--- config.mk ---
export PLATFORM = sky130hd
export DESIGN_NAME = bank_ctl_top
export DESIGN_NICKNAME = d
export VERILOG_FILES = /design/src/rtl/bank_ctl_pkg.sv /design/src/rtl/bank_ctl_arb.sv /design/src/rtl/bank_ctl_epc.sv /design/src/rtl/bank_ctl_sel.sv /design/src/rtl/bank_ctl_top.sv
export SDC_FILE = /design/constraint.sdc
export NUM_CORES = 1
export LEC_CHECK = 0
export CAP_MARGIN = 20
export CORE_MARGIN = 4
export CORE_UTILIZATION = 40
export DETAILED_ROUTE_END_ITERATION = 12
export DONT_BUFFER_PORTS = 1
export GPL_TIMING_DRIVEN = 1
export PLACE_DENSITY_LB_ADDON = 0.25
export SYNTH_ARGS = -nofsm -noshare
export SYNTH_HDL_FRONTEND = slang
export SYNTH_SLANG_ARGS = --single-unit
--- constraint.sdc ---
create_clock -name clk -period 2.6 [get_ports clk]
set_clock_uncertainty 0.2 [all_clocks]
set_input_delay 0.26 -clock clk [delete_from_list [all_inputs] [get_ports clk]]
set_output_delay 0.26 -clock clk [all_outputs]
set_load 0.05 [all_outputs]
--- src/rtl/bank_ctl_pkg.sv ---
package bank_ctl_pkg;

    localparam int ADDR_W     = 32;
    localparam int DATA_W     = 32;
    localparam int BANK_W     = 8;
    localparam int REGNO_W    = 5;
    localparam int BANK_REGNO = 22;
    localparam int EPC_REGNO  = 14;
    localparam int PC_STEP    = 4;

    typedef enum logic [1:0] {
        FL_NONE   = 2'd0,
        FL_TRAP   = 2'd1,
        FL_RETURN = 2'd2,
        FL_BANK   = 2'd3
    } flush_cause_e;

    typedef struct packed {
        logic trap;
        logic ret;
        logic bank_wr;
    } flush_req_t;

    function automatic flush_cause_e pick_cause(flush_req_t req);
        if (req.trap)         return FL_TRAP;
        else if (req.ret)     return FL_RETURN;
        else if (req.bank_wr) return FL_BANK;
        else                  return FL_NONE;
    endfunction

endpackage

--- src/rtl/bank_ctl_arb.sv ---
module bank_ctl_arb
    import bank_ctl_pkg::*;
(
    input  flush_req_t   req_i,
    output flush_cause_e cause_o
);

    always_comb begin
        cause_o = pick_cause(req_i);
    end

endmodule

--- src/rtl/bank_ctl_epc.sv ---
module bank_ctl_epc #(
    parameter int ADDR_W = 32
) (
    input  logic              clk,
    input  logic              rst,
    input  logic              capture_i,
    input  logic [ADDR_W-1:0] pc_i,
    output logic [ADDR_W-1:0] saved_o
);

    always_ff @(posedge clk) begin
        if (rst)            saved_o <= '0;
        else if (capture_i) saved_o <= pc_i;
    end

    AST_EPC_CAPTURE: assert property (@(posedge clk) disable iff (rst)
        capture_i |=> saved_o == $past(pc_i));
    AST_EPC_HOLD: assert property (@(posedge clk) disable iff (rst)
        !capture_i |=> $stable(saved_o));

endmodule

--- src/rtl/bank_ctl_sel.sv ---
module bank_ctl_sel #(
    parameter int BANK_W = 8
) (
    input  logic              clk,
    input  logic              rst,
    input  logic              clear_i,
    input  logic              load_i,
    input  logic [BANK_W-1:0] data_i,
    output logic [BANK_W-1:0] bank_o
);

    always_ff @(posedge clk) begin
        if (rst)          bank_o <= '0;
        else if (clear_i) bank_o <= '0;
        else if (load_i)  bank_o <= data_i;
    end

    AST_BANK_CLEAR: assert property (@(posedge clk) disable iff (rst)
        clear_i |=> bank_o == '0);
    AST_BANK_LOAD: assert property (@(posedge clk) disable iff (rst)
        (load_i && !clear_i) |=> bank_o == $past(data_i));
    AST_BANK_HOLD: assert property (@(posedge clk) disable iff (rst)
        (!load_i && !clear_i) |=> $stable(bank_o));

endmodule

--- src/rtl/bank_ctl_top.sv ---
module bank_ctl_top
    import bank_ctl_pkg::*;
#(
    parameter int P_ADDR_W     = ADDR_W,
    parameter int P_DATA_W     = DATA_W,
    parameter int P_BANK_W     = BANK_W,
    parameter int P_REGNO_W    = REGNO_W,
    parameter int P_BANK_REGNO = BANK_REGNO,
    parameter int P_EPC_REGNO  = EPC_REGNO
) (
    input  logic                  clk,
    input  logic                  rst,
    input  logic                  mt_valid_i,
    input  logic [P_REGNO_W-1:0]  mt_regno_i,
    input  logic [P_DATA_W-1:0]   mt_data_i,
    input  logic [P_REGNO_W-1:0]  mf_regno_i,
    output logic [P_DATA_W-1:0]   mf_data_o,
    input  logic [P_ADDR_W-1:0]   mem_pc_i,
    input  logic                  irq_i,
    input  logic                  exc_i,
    input  logic                  rfe_i,
    input  logic [P_ADDR_W-1:0]   vector_i,
    output logic                  flush_o,
    output logic [P_ADDR_W-1:0]   restart_pc_o,
    output logic [P_BANK_W-1:0]   bank_sel_o
);

    localparam logic [P_REGNO_W-1:0] BANK_NUM = P_REGNO_W'(P_BANK_REGNO);
    localparam logic [P_REGNO_W-1:0] EPC_NUM  = P_REGNO_W'(P_EPC_REGNO);
    localparam logic [P_ADDR_W-1:0]  STEP     = P_ADDR_W'(PC_STEP);

    flush_req_t          req;
    flush_cause_e        cause;
    logic [P_ADDR_W-1:0] saved_pc;

    always_comb begin
        req.trap    = irq_i | exc_i;
        req.ret     = rfe_i;
        req.bank_wr = mt_valid_i && (mt_regno_i == BANK_NUM);
    end

    bank_ctl_arb u_arb (
        .req_i   (req),
        .cause_o (cause)
    );

    bank_ctl_epc #(.ADDR_W(P_ADDR_W)) u_epc (
        .clk       (clk),
        .rst       (rst),
        .capture_i (req.trap),
        .pc_i      (mem_pc_i),
        .saved_o   (saved_pc)
    );

    bank_ctl_sel #(.BANK_W(P_BANK_W)) u_sel (
        .clk     (clk),
        .rst     (rst),
        .clear_i (req.trap),
        .load_i  (req.bank_wr),
        .data_i  (mt_data_i[P_BANK_W-1:0]),
        .bank_o  (bank_sel_o)
    );

    always_ff @(posedge clk) begin
        if (rst) begin
            flush_o      <= 1'b0;
            restart_pc_o <= '0;
        end else begin
            flush_o <= (cause != FL_NONE);
            case (cause)
                FL_TRAP:   restart_pc_o <= vector_i;
                FL_RETURN: restart_pc_o <= saved_pc;
                FL_BANK:   restart_pc_o <= mem_pc_i + STEP;
                default:   restart_pc_o <= restart_pc_o;
            endcase
        end
    end

    always_comb begin
        if (mf_regno_i == BANK_NUM)     mf_data_o = P_DATA_W'(bank_sel_o);
        else if (mf_regno_i == EPC_NUM) mf_data_o = P_DATA_W'(saved_pc);
        else                            mf_data_o = '0;
    end

    AST_TRAP_RESTART: assert property (@(posedge clk) disable iff (rst)
        (irq_i || exc_i) |=> flush_o && restart_pc_o == $past(vector_i));
    AST_RETURN_RESTART: assert property (@(posedge clk) disable iff (rst)
        (rfe_i && !irq_i && !exc_i) |=> flush_o && restart_pc_o == $past(saved_pc));
    AST_BANK_RESTART: assert property (@(posedge clk) disable iff (rst)
        (mt_valid_i && mt_regno_i == BANK_NUM && !rfe_i && !irq_i && !exc_i)
        |=> flush_o && restart_pc_o == $past(mem_pc_i) + STEP);
    AST_NO_SPURIOUS_FLUSH: assert property (@(posedge clk) disable iff (rst)
        !(irq_i || exc_i || rfe_i || (mt_valid_i && mt_regno_i == BANK_NUM)) |=> !flush_o);

endmodule

==> results.cfg, run 1 <==
[run_status]
status = complete, no violations

[synthesis]
netlist_top_cells_count = nand2_1 (120), dfxtp_1 (73), a21oi_1 (57), nor2_1 (33), clkbuf_1 (27)
async_flop_share = 0
synth_top_family_by_area = simple AND/OR/NAND/NOR gates
synth_mux_area_frac = 0.0158
yosys_most_used_dff = dfxtp_1
synthXorXnorAreaFrac = 0.0499
synth_fp_nets = 650
synth_area_um2 = 4040
yosysMostFrequentCell = nand2_1
seq_area_frac_synth = 0.362
synth_edf_count = 0
synth_cells = 537
synthDominantCellAreaShare = 0.362
yosysUniqueCellTypes = 55
synthTopCellsByArea = dfxtp_1 (36%), nand2_1 (11%), a21oi_1 (7.1%)
yosysWarnings = 0
ys_ff_latch = 73
synthSimpleGateAreaFrac = 0.302
yosysTopAreaCell = dfxtp_1
synth-compound-area-share = 0.217
syn_area_per_cell_um2 = 7.51
synth_fa_ha_area_frac = 0.00310

[final_layout]
multiInputGateArea_um2 = 2390
regArea_um2 = 1460
drive_gt1_frac = 0.0971
diodes = 0
nNetsFinal = 727
fillers = 939
area_growth_pct = 31.0

[die]
fp.coreArea_um2 = 9820
fp.dieW_um = 108
io_pins = 185
dieArea_um2 = 11800
rows = 36
initial_core_util = 0.411
die_y_um = 108

[clock_tree]
clk_pin_slew_ns = 0.08
cts_inserted_buffers = 9
htreeDepth = 3
root_buffer = clkbuf_8
cts_tree = done
cts_buffer_depth = 2
cts.sinks = 73
clk_latency_ns = 0.36

[pwr]
seqPwrFrac = 0.483
p_comb_frac = 0.138
switching_share = 0.292
leakage_nw = 1.94
power_switching_w = 0.000828
internal_power_w = 0.00201
pwr-share-clk = 0.379
ir_worst_vdd_mv = 0.241
cellPowerDensity_nw_per_um2 = 536

[drt]
wire_per_inst_um = 19.7
dr.pass1.iters = 5
drtIter0Drc = 332
routed_via_density = 5.82
drc = 0
routed_wl_mm = 14.8
vias = 4371
ant_nets = 0

[placement]
pre_cts_ws_ns = 0.375
gp_congestion = 0.816
port_buffers = 0
dp_hpwl_mm = 9.35

[setup_path]
crit_type = primary input to flip-flop
critPathCaptureType = flip-flop
cp-start-kind = primary input
regToRegSetupSlack_ns = 0.56
critPathArrivalTime_ns = 2.43
r2r_cells = 4
crit-reg2reg-launch = restart_pc_o[10]
critPathLaunch = rfe_i
worstPathMaxFanout = 21
r2r-end = restart_pc_o[10]
required_ns = 2.70

[min_path]
hp-class = primary input to flip-flop
worstHoldStart = rfe_i
min_to = restart_pc_o[24]
holdPathStages = 2

[global_route]
gr-total-overflow = 0
grt_pass1_wl_mm = 23.0
grt_max_degree = 59
antenna_found_initial = 1
grt_usage = 0.252
grt_pass1_vias = 4499

[sta]
tightest_slew_ns = 1.00
setup_tns_ns = 0
final.period_utilization = 0.898
timing.fmax_mhz = 428
min_period_ns = 2.34
rsz0062_at_grt = false
setup_viol = 0
hold_viol = 0
slew_headroom = 0.330
finalWorstSetupSlack_ns = 0.264
slew_violations = 0

[job]
drv_cap = 0
registers in the layout, indices dropped and copies added, names as in the netlist:
name	count
flush_o	1
u_sel.bank_o	8
restart_pc_o	32
u_epc.saved_o	32
final cells by class:
type | instances | share of cell area
clock buffer | 9 | 0.0234
clock inverter | 6 | 0.0204
inverter | 9 | 0.00639
multi-input combinational | 418 | 0.451
sequential | 73 | 0.277
tap | 133 | 0.0315
timing repair buffer | 103 | 0.190
power groups by stage:
stage                     logic, W  registers (W)  clock network (W)
final                     0.000392        0.00137            0.00108
after global routing      0.000430        0.00138            0.00115
after CTS                 0.000386        0.00137            0.00110
after detailed placement  0.000249        0.00139                  0
after global placement    0.000244        0.00139                  0
after floorplan           0.000219        0.00137                  0
per-layer routing:
layer,vias up,share of wire,global-route usage
li1,2050,-,-
met1,2059,0.40,0.311
met2,220,0.47,0.412
met3,40,0.10,0.0728
met4,2,0.028,0.102
met5,-,0.00047,0
metrics by stage:
step	instances	total power (W)	hold WS [ns]	area [um2]	util
2_1_floorplan	537	0.00159	0.190	4040	-
3_3_place_gp	655	0.00164	0.134	4230	0.430
3_5_place_dp	655	0.00164	0.137	4230	0.430
4_1_cts	751	0.00285	0.00207	5290	0.538
5_1_grt	751	0.00295	0.0450	5290	0.538
6_report	751	0.00284	0.0281	5290	0.538
layout by cell type (no fill, tap or decap), drive strengths merged, types with 6 or more instances in the layout:
| master | Yosys | layout |
|---|---|---|
| clkbuf | 29 | 9 |
| xor2 | 11 | 11 |
| nand3 | 18 | 18 |
| a31oi | 8 | 8 |
| a211oi | 10 | 10 |
| o22ai | 8 | 8 |
| nor4 | 11 | 11 |
| dlygate4sd3 | 0 | 80 |
| a21oi | 57 | 57 |
| xnor2 | 12 | 12 |
| inv | 8 | 8 |
| and2 | 27 | 27 |
| dfxtp | 73 | 73 |
| o21ai | 20 | 20 |
| nor2 | 33 | 33 |
| nor3 | 9 | 9 |
| buf | 8 | 23 |
| nand4 | 8 | 8 |
| nand2 | 120 | 120 |
| a22o | 8 | 8 |
| and3 | 6 | 6 |
critical path, cell delays in order:
cell	delay, ns
dlygate4sd3_1	1.20
a21oi_1	0.16
a211oi_1	0.24
dlygate4sd3_1	0.56
how the worst max path moves through the flow:
stage,depth (start not counted),end
after CTS,4,restart_pc_o[10]
after global placement,6,restart_pc_o[22]
final,4,restart_pc_o[10]
after detailed placement,6,restart_pc_o[22]
after floorplan,4,mf_data_o[2]
after global routing,4,restart_pc_o[10]
timing repair:
action | CTS | global route
hold endpoints to repair | 73 | 0
gates resized for setup | 0 | 0
hold buffers | 81 | 0
setup buffers | 0 | 0
cells by family (layout without fill, tap and decap cells):
logic type / count (synthesis) / after routing
AOI/OAI and AO/OA: 139 / 139
buffers and inverters: 46 / 127
adders and majority gates: 1 / 1
xor gates and xnor gates: 23 / 23
DFF: 73 / 73
muxes: 6 / 6
and+or+nand+nor: 249 / 249
Note: power is estimated with default switching activity, not from simulation.
==> run 2, diff against run 1 <==
--- a/config.mk
+++ b/config.mk
@@ -12,6 +12,7 @@
 export DONT_BUFFER_PORTS = 1
 export GPL_TIMING_DRIVEN = 1
 export PLACE_DENSITY_LB_ADDON = 0.25
+export SETUP_SLACK_MARGIN = 0.3
 export SYNTH_ARGS = -nofsm -noshare
 export SYNTH_HDL_FRONTEND = slang
 export SYNTH_SLANG_ARGS = --single-unit
==> results.cfg, run 2 (same netlist as run 1, synthesis figures left out) <==
[run_status]
status = complete, no violations

[sta]
setup_viol = 0
slew_violations = 0
rsz0062_at_grt = false
setup_tns_ns = 0
tightest_slew_ns = 0.999
min_period_ns = 2.15
final.period_utilization = 0.827
timing.fmax_mhz = 465
hold_viol = 0
slew_headroom = 0.334
finalWorstSetupSlack_ns = 0.450

[setup_path]
r2r_cells = 4
regToRegSetupSlack_ns = 0.56
crit-reg2reg-launch = restart_pc_o[10]
critPathCaptureType = flip-flop
timing.critical_path.to = restart_pc_o[31]
worstPathMaxFanout = 10
critPathLaunch = mem_pc_i[9]
crit_type = primary input to flip-flop
required_ns = 2.64
r2r-end = restart_pc_o[10]
cp-start-kind = primary input
critPathArrivalTime_ns = 2.19

[final_layout]
multiInputGateArea_um2 = 2390
regArea_um2 = 1460
largest_registers = restart_pc_o: 32 flops, u_epc.saved_o: 32 flops, u_sel.bank_o: 8 flops
fillers = 938
layout_commonest_cell = nand2_1
layout_common_cells = nand2_1 (120), dlygate4sd3_1 (79), dfxtp_1 (73)
drive_gt1_frac = 0.0971
fin_area_um2 = 5290
diodes = 0
nNetsFinal = 727
fin_util = 0.538
area_growth_pct = 31.0

[clock_tree]
cts.sinks = 73
clk_latency_ns = 0.36
cts_buffer_depth = 2
cts_inserted_buffers = 9
clk_pin_slew_ns = 0.08
root_buffer = clkbuf_8
post-cts-setup-buffers = 0
cts_tree = done
htreeDepth = 3

[global_route]
antenna_found_initial = 1
gr-total-overflow = 0
grt_pass1_vias = 4499
grt_pass1_wl_mm = 23.0
grt_usage = 0.252
grt_max_degree = 59

[pwr]
cellPowerDensity_nw_per_um2 = 536
leakage_nw = 1.95
ir_worst_vdd_mv = 0.241

[die]
rows = 36
fp.coreArea_um2 = 9820
io_pins = 185
die_y_um = 108
fp.dieW_um = 108
dieArea_um2 = 11800
initial_core_util = 0.411

[placement]
port_buffers = 0
pre_cts_ws_ns = 0.375
post_dp_cell_area_um2 = 4230
dp_hpwl_mm = 9.35
gp_congestion = 0.816

[drt]
routed_via_density = 5.82
routed_wl_mm = 14.8
vias = 4371
dr.pass1.iters = 5
wire_per_inst_um = 19.7
drtIter0Drc = 331
ant_nets = 0
drc = 0

[min_path]
hp-class = primary input to flip-flop
worstHoldStart = rfe_i

[job]
drv_cap = 0
[run 2: what timing repair did]
| action | 4_1_cts | 5_1_grt |
|---|---|---|
| setup endpoints to repair | 0 | 1 |
| hold endpoints to repair | 73 | 0 |
| hold buffers | 81 | 0 |
| resized for setup | 0 | 1 |
[run 2: worst min-delay path by stage]
stage	end	slack, ns	cells past startpoint
global route	restart_pc_o[20]	0.04	3
detailed placement	u_epc.saved_o[15]	0.14	1
floorplan	restart_pc_o[0]	0.19	2
finish	restart_pc_o[24]	0.03	2
global placement	u_epc.saved_o[15]	0.13	1
CTS	restart_pc_o[27]	0.002	4
[run 2: worst max-delay path: stages]
cell and delay [ns]:
nand3_2 0.17, or4_4 0.63, o31a_1 0.32, o21ai_1 0.17
a211oi_2 0.08, dlygate4sd3_1 0.56
[run 2: area by class of cell]
type	count	share of cell area
Clock inverter	6	0.0204
Timing Repair Buffer	103	0.191
Clock buffer	9	0.0234
Tap cell	133	0.0315
Multi-Input combinational cell	418	0.451
Sequential cell	73	0.276
Inverter	9	0.00639
[run 2: through the flow]
stage	std cells	hold WS [ns]	total power (W)
2_1_floorplan	537	0.190	0.00159
3_3_place_gp	655	0.134	0.00164
3_5_place_dp	655	0.137	0.00164
4_1_cts	751	0.00207	0.00285
5_1_grt	751	0.0450	0.00295
6_report	751	0.0281	0.00284
[run 2: metal layers]
metal	global-route usage	vias to the layer above	wire (um)
met1	0.311	2059	5960
met3	0.0728	40	1510
li1	-	2050	-
met2	0.412	220	6880
met4	0.102	2	410
met5	0	-	7
[run 2: power by group]
part           internal (W)  switching (W)
clock network      0.000629       0.000446
registers           0.00119       0.000182
logic              0.000193       0.000199
==> run 3, diff against run 2 <==
==> constraint.sdc (replaced) <==
create_clock -name clk -period 2.25 [get_ports clk]
set_clock_uncertainty 0.2 [all_clocks]
set_input_delay 0.225 -clock clk [delete_from_list [all_inputs] [get_ports clk]]
set_output_delay 0.225 -clock clk [all_outputs]
set_load 0.05 [all_outputs]
==> results.cfg, run 3 (same netlist as run 1, synthesis figures left out) <==
[global_route]
grt_usage = 0.259
grt_pass1_wl_mm = 24.0
grt_max_degree = 59
grt_pass1_vias = 4656
gr-total-overflow = 0
antenna_found_initial = 1

[final_layout]
area_growth_pct = 47.7
drive_gt1_frac = 0.169
largest_registers = restart_pc_o: 32 flops, u_epc.saved_o: 32 flops, u_sel.bank_o: 8 flops
fin_cells = 797
regArea_um2 = 1460
layout_commonest_cell = nand2_1
layout_common_cells = nand2_1 (120), dlygate4sd3_1 (74), dfxtp_1 (72)
nNetsFinal = 771
multiInputGateArea_um2 = 2390
fillers = 868
fin_util = 0.607

[pwr]
ir_worst_vdd_mv = 0.359
leakage_nw = 2.26
power_w = 0.00349
cellPowerDensity_nw_per_um2 = 586

[clock_tree]
cts_tree = done
root_buffer = clkbuf_8
htreeDepth = 3
cts.sinks = 73
post-cts-setup-buffers = 0
cts_inserted_buffers = 9
clk_pin_slew_ns = 0.08
cts_buffer_depth = 2
clk_latency_ns = 0.35

[placement]
gp_congestion = 0.828
dp_cells = 704
port_buffers = 0
dp_hpwl_mm = 9.65
pre_cts_ws_ns = 0.190

[die]
fp.dieW_um = 108
fp.coreArea_um2 = 9820
initial_core_util = 0.411
dieArea_um2 = 11800
rows = 36
die_y_um = 108
io_pins = 185

[drt]
ant_nets = 0
routed_wl_mm = 15.3
drtIter0Drc = 362
vias = 4583
routed_via_density = 5.75
wire_per_inst_um = 19.2
drc = 0
dr.pass1.iters = 5

[setup_path]
crit_type = primary input to primary output
critPathCaptureType = primary output
r2r_cells = 3
worstPathMaxFanout = 32
regToRegSetupSlack_ns = 0.55
critPathArrivalTime_ns = 1.34
crit-reg2reg-launch = restart_pc_o[2]
r2r-end = restart_pc_o[2]
cp-start-kind = primary input
required_ns = 1.82

[sta]
tightest_slew_ns = 0.587
setup_tns_ns = 0
slew_violations = 0
rsz0062_at_grt = false
hold_viol = 0
min_period_ns = 1.77
setup_viol = 0
finalWorstSetupSlack_ns = 0.483
slew_headroom = 0.605
timing.fmax_mhz = 566
final.period_utilization = 0.785

[min_path]
min_to = restart_pc_o[19]
hp-class = primary input to flip-flop
holdPathStages = 4
worstHoldStart = irq_i

[job]
drv_cap = 0

[run_status]
status = complete, no violations
## run 3: per-layer routing
metal,vias up,track usage,part of all wire
li1,2149,-,-
met1,2160,0.328,0.40
met2,241,0.436,0.49
met3,33,0.0597,0.091
met4,0,0.0839,0.016
met5,-,0,0
## run 3: through the flow
stage	hold slack (ns)	cell area [um2]
after global routing	0.0166	5960
final	0.0162	5960
after CTS	0.00168	5950
after global placement	0.0992	4890
after floorplan	0.155	4040
after detailed placement	0.102	4890
## run 3: worst max-delay path, stage by stage
cell,delay [ns]
nand3b_1,0.16
nor3b_2,0.16
buf_4,0.35
a22o_1,0.27
buf_12,0.15
## run 3: worst max path at each step
| stage | startpoint | end | slack, ns | depth (start not counted) |
|---|---|---|---|---|
| finish | mf_regno_i[0] | mf_data_o[7] | 0.48 | 5 |
| global route | mf_regno_i[0] | mf_data_o[0] | 0.40 | 5 |
| CTS | restart_pc_o[2] | restart_pc_o[2] | 0.37 | 3 |
| detailed placement | mem_pc_i[2] | restart_pc_o[20] | 0.19 | 6 |
| global placement | mem_pc_i[2] | restart_pc_o[20] | 0.22 | 6 |
| floorplan | mf_regno_i[0] | mf_data_o[2] | 0.31 | 4 |
## run 3: final cells by class
class,count,area share
Tap cell,133,0.0279
Multi-Input combinational cell,418,0.400
Timing Repair Buffer,147,0.274
Sequential cell,73,0.245
Antenna cell,1,0.000420
Inverter,9,0.00567
Clock inverter,7,0.0250
Clock buffer,9,0.0208
## run 3: where the power goes
| part | leakage (nW) | total (W) | internal, W | switching (W) |
|---|---|---|---|---|
| logic | 1.52 | 0.000584 | 0.000252 | 0.000331 |
| registers | 0.605 | 0.00149 | 0.00137 | 0.000119 |
| clock network | 0.136 | 0.00142 | 0.000865 | 0.000553 |
## run 3: what timing repair did
action	4_1_cts	5_1_grt
gates resized for setup	0	1
setup endpoints to repair	0	1
hold buffers	76	0
endpoints found under the hold margin	73	0
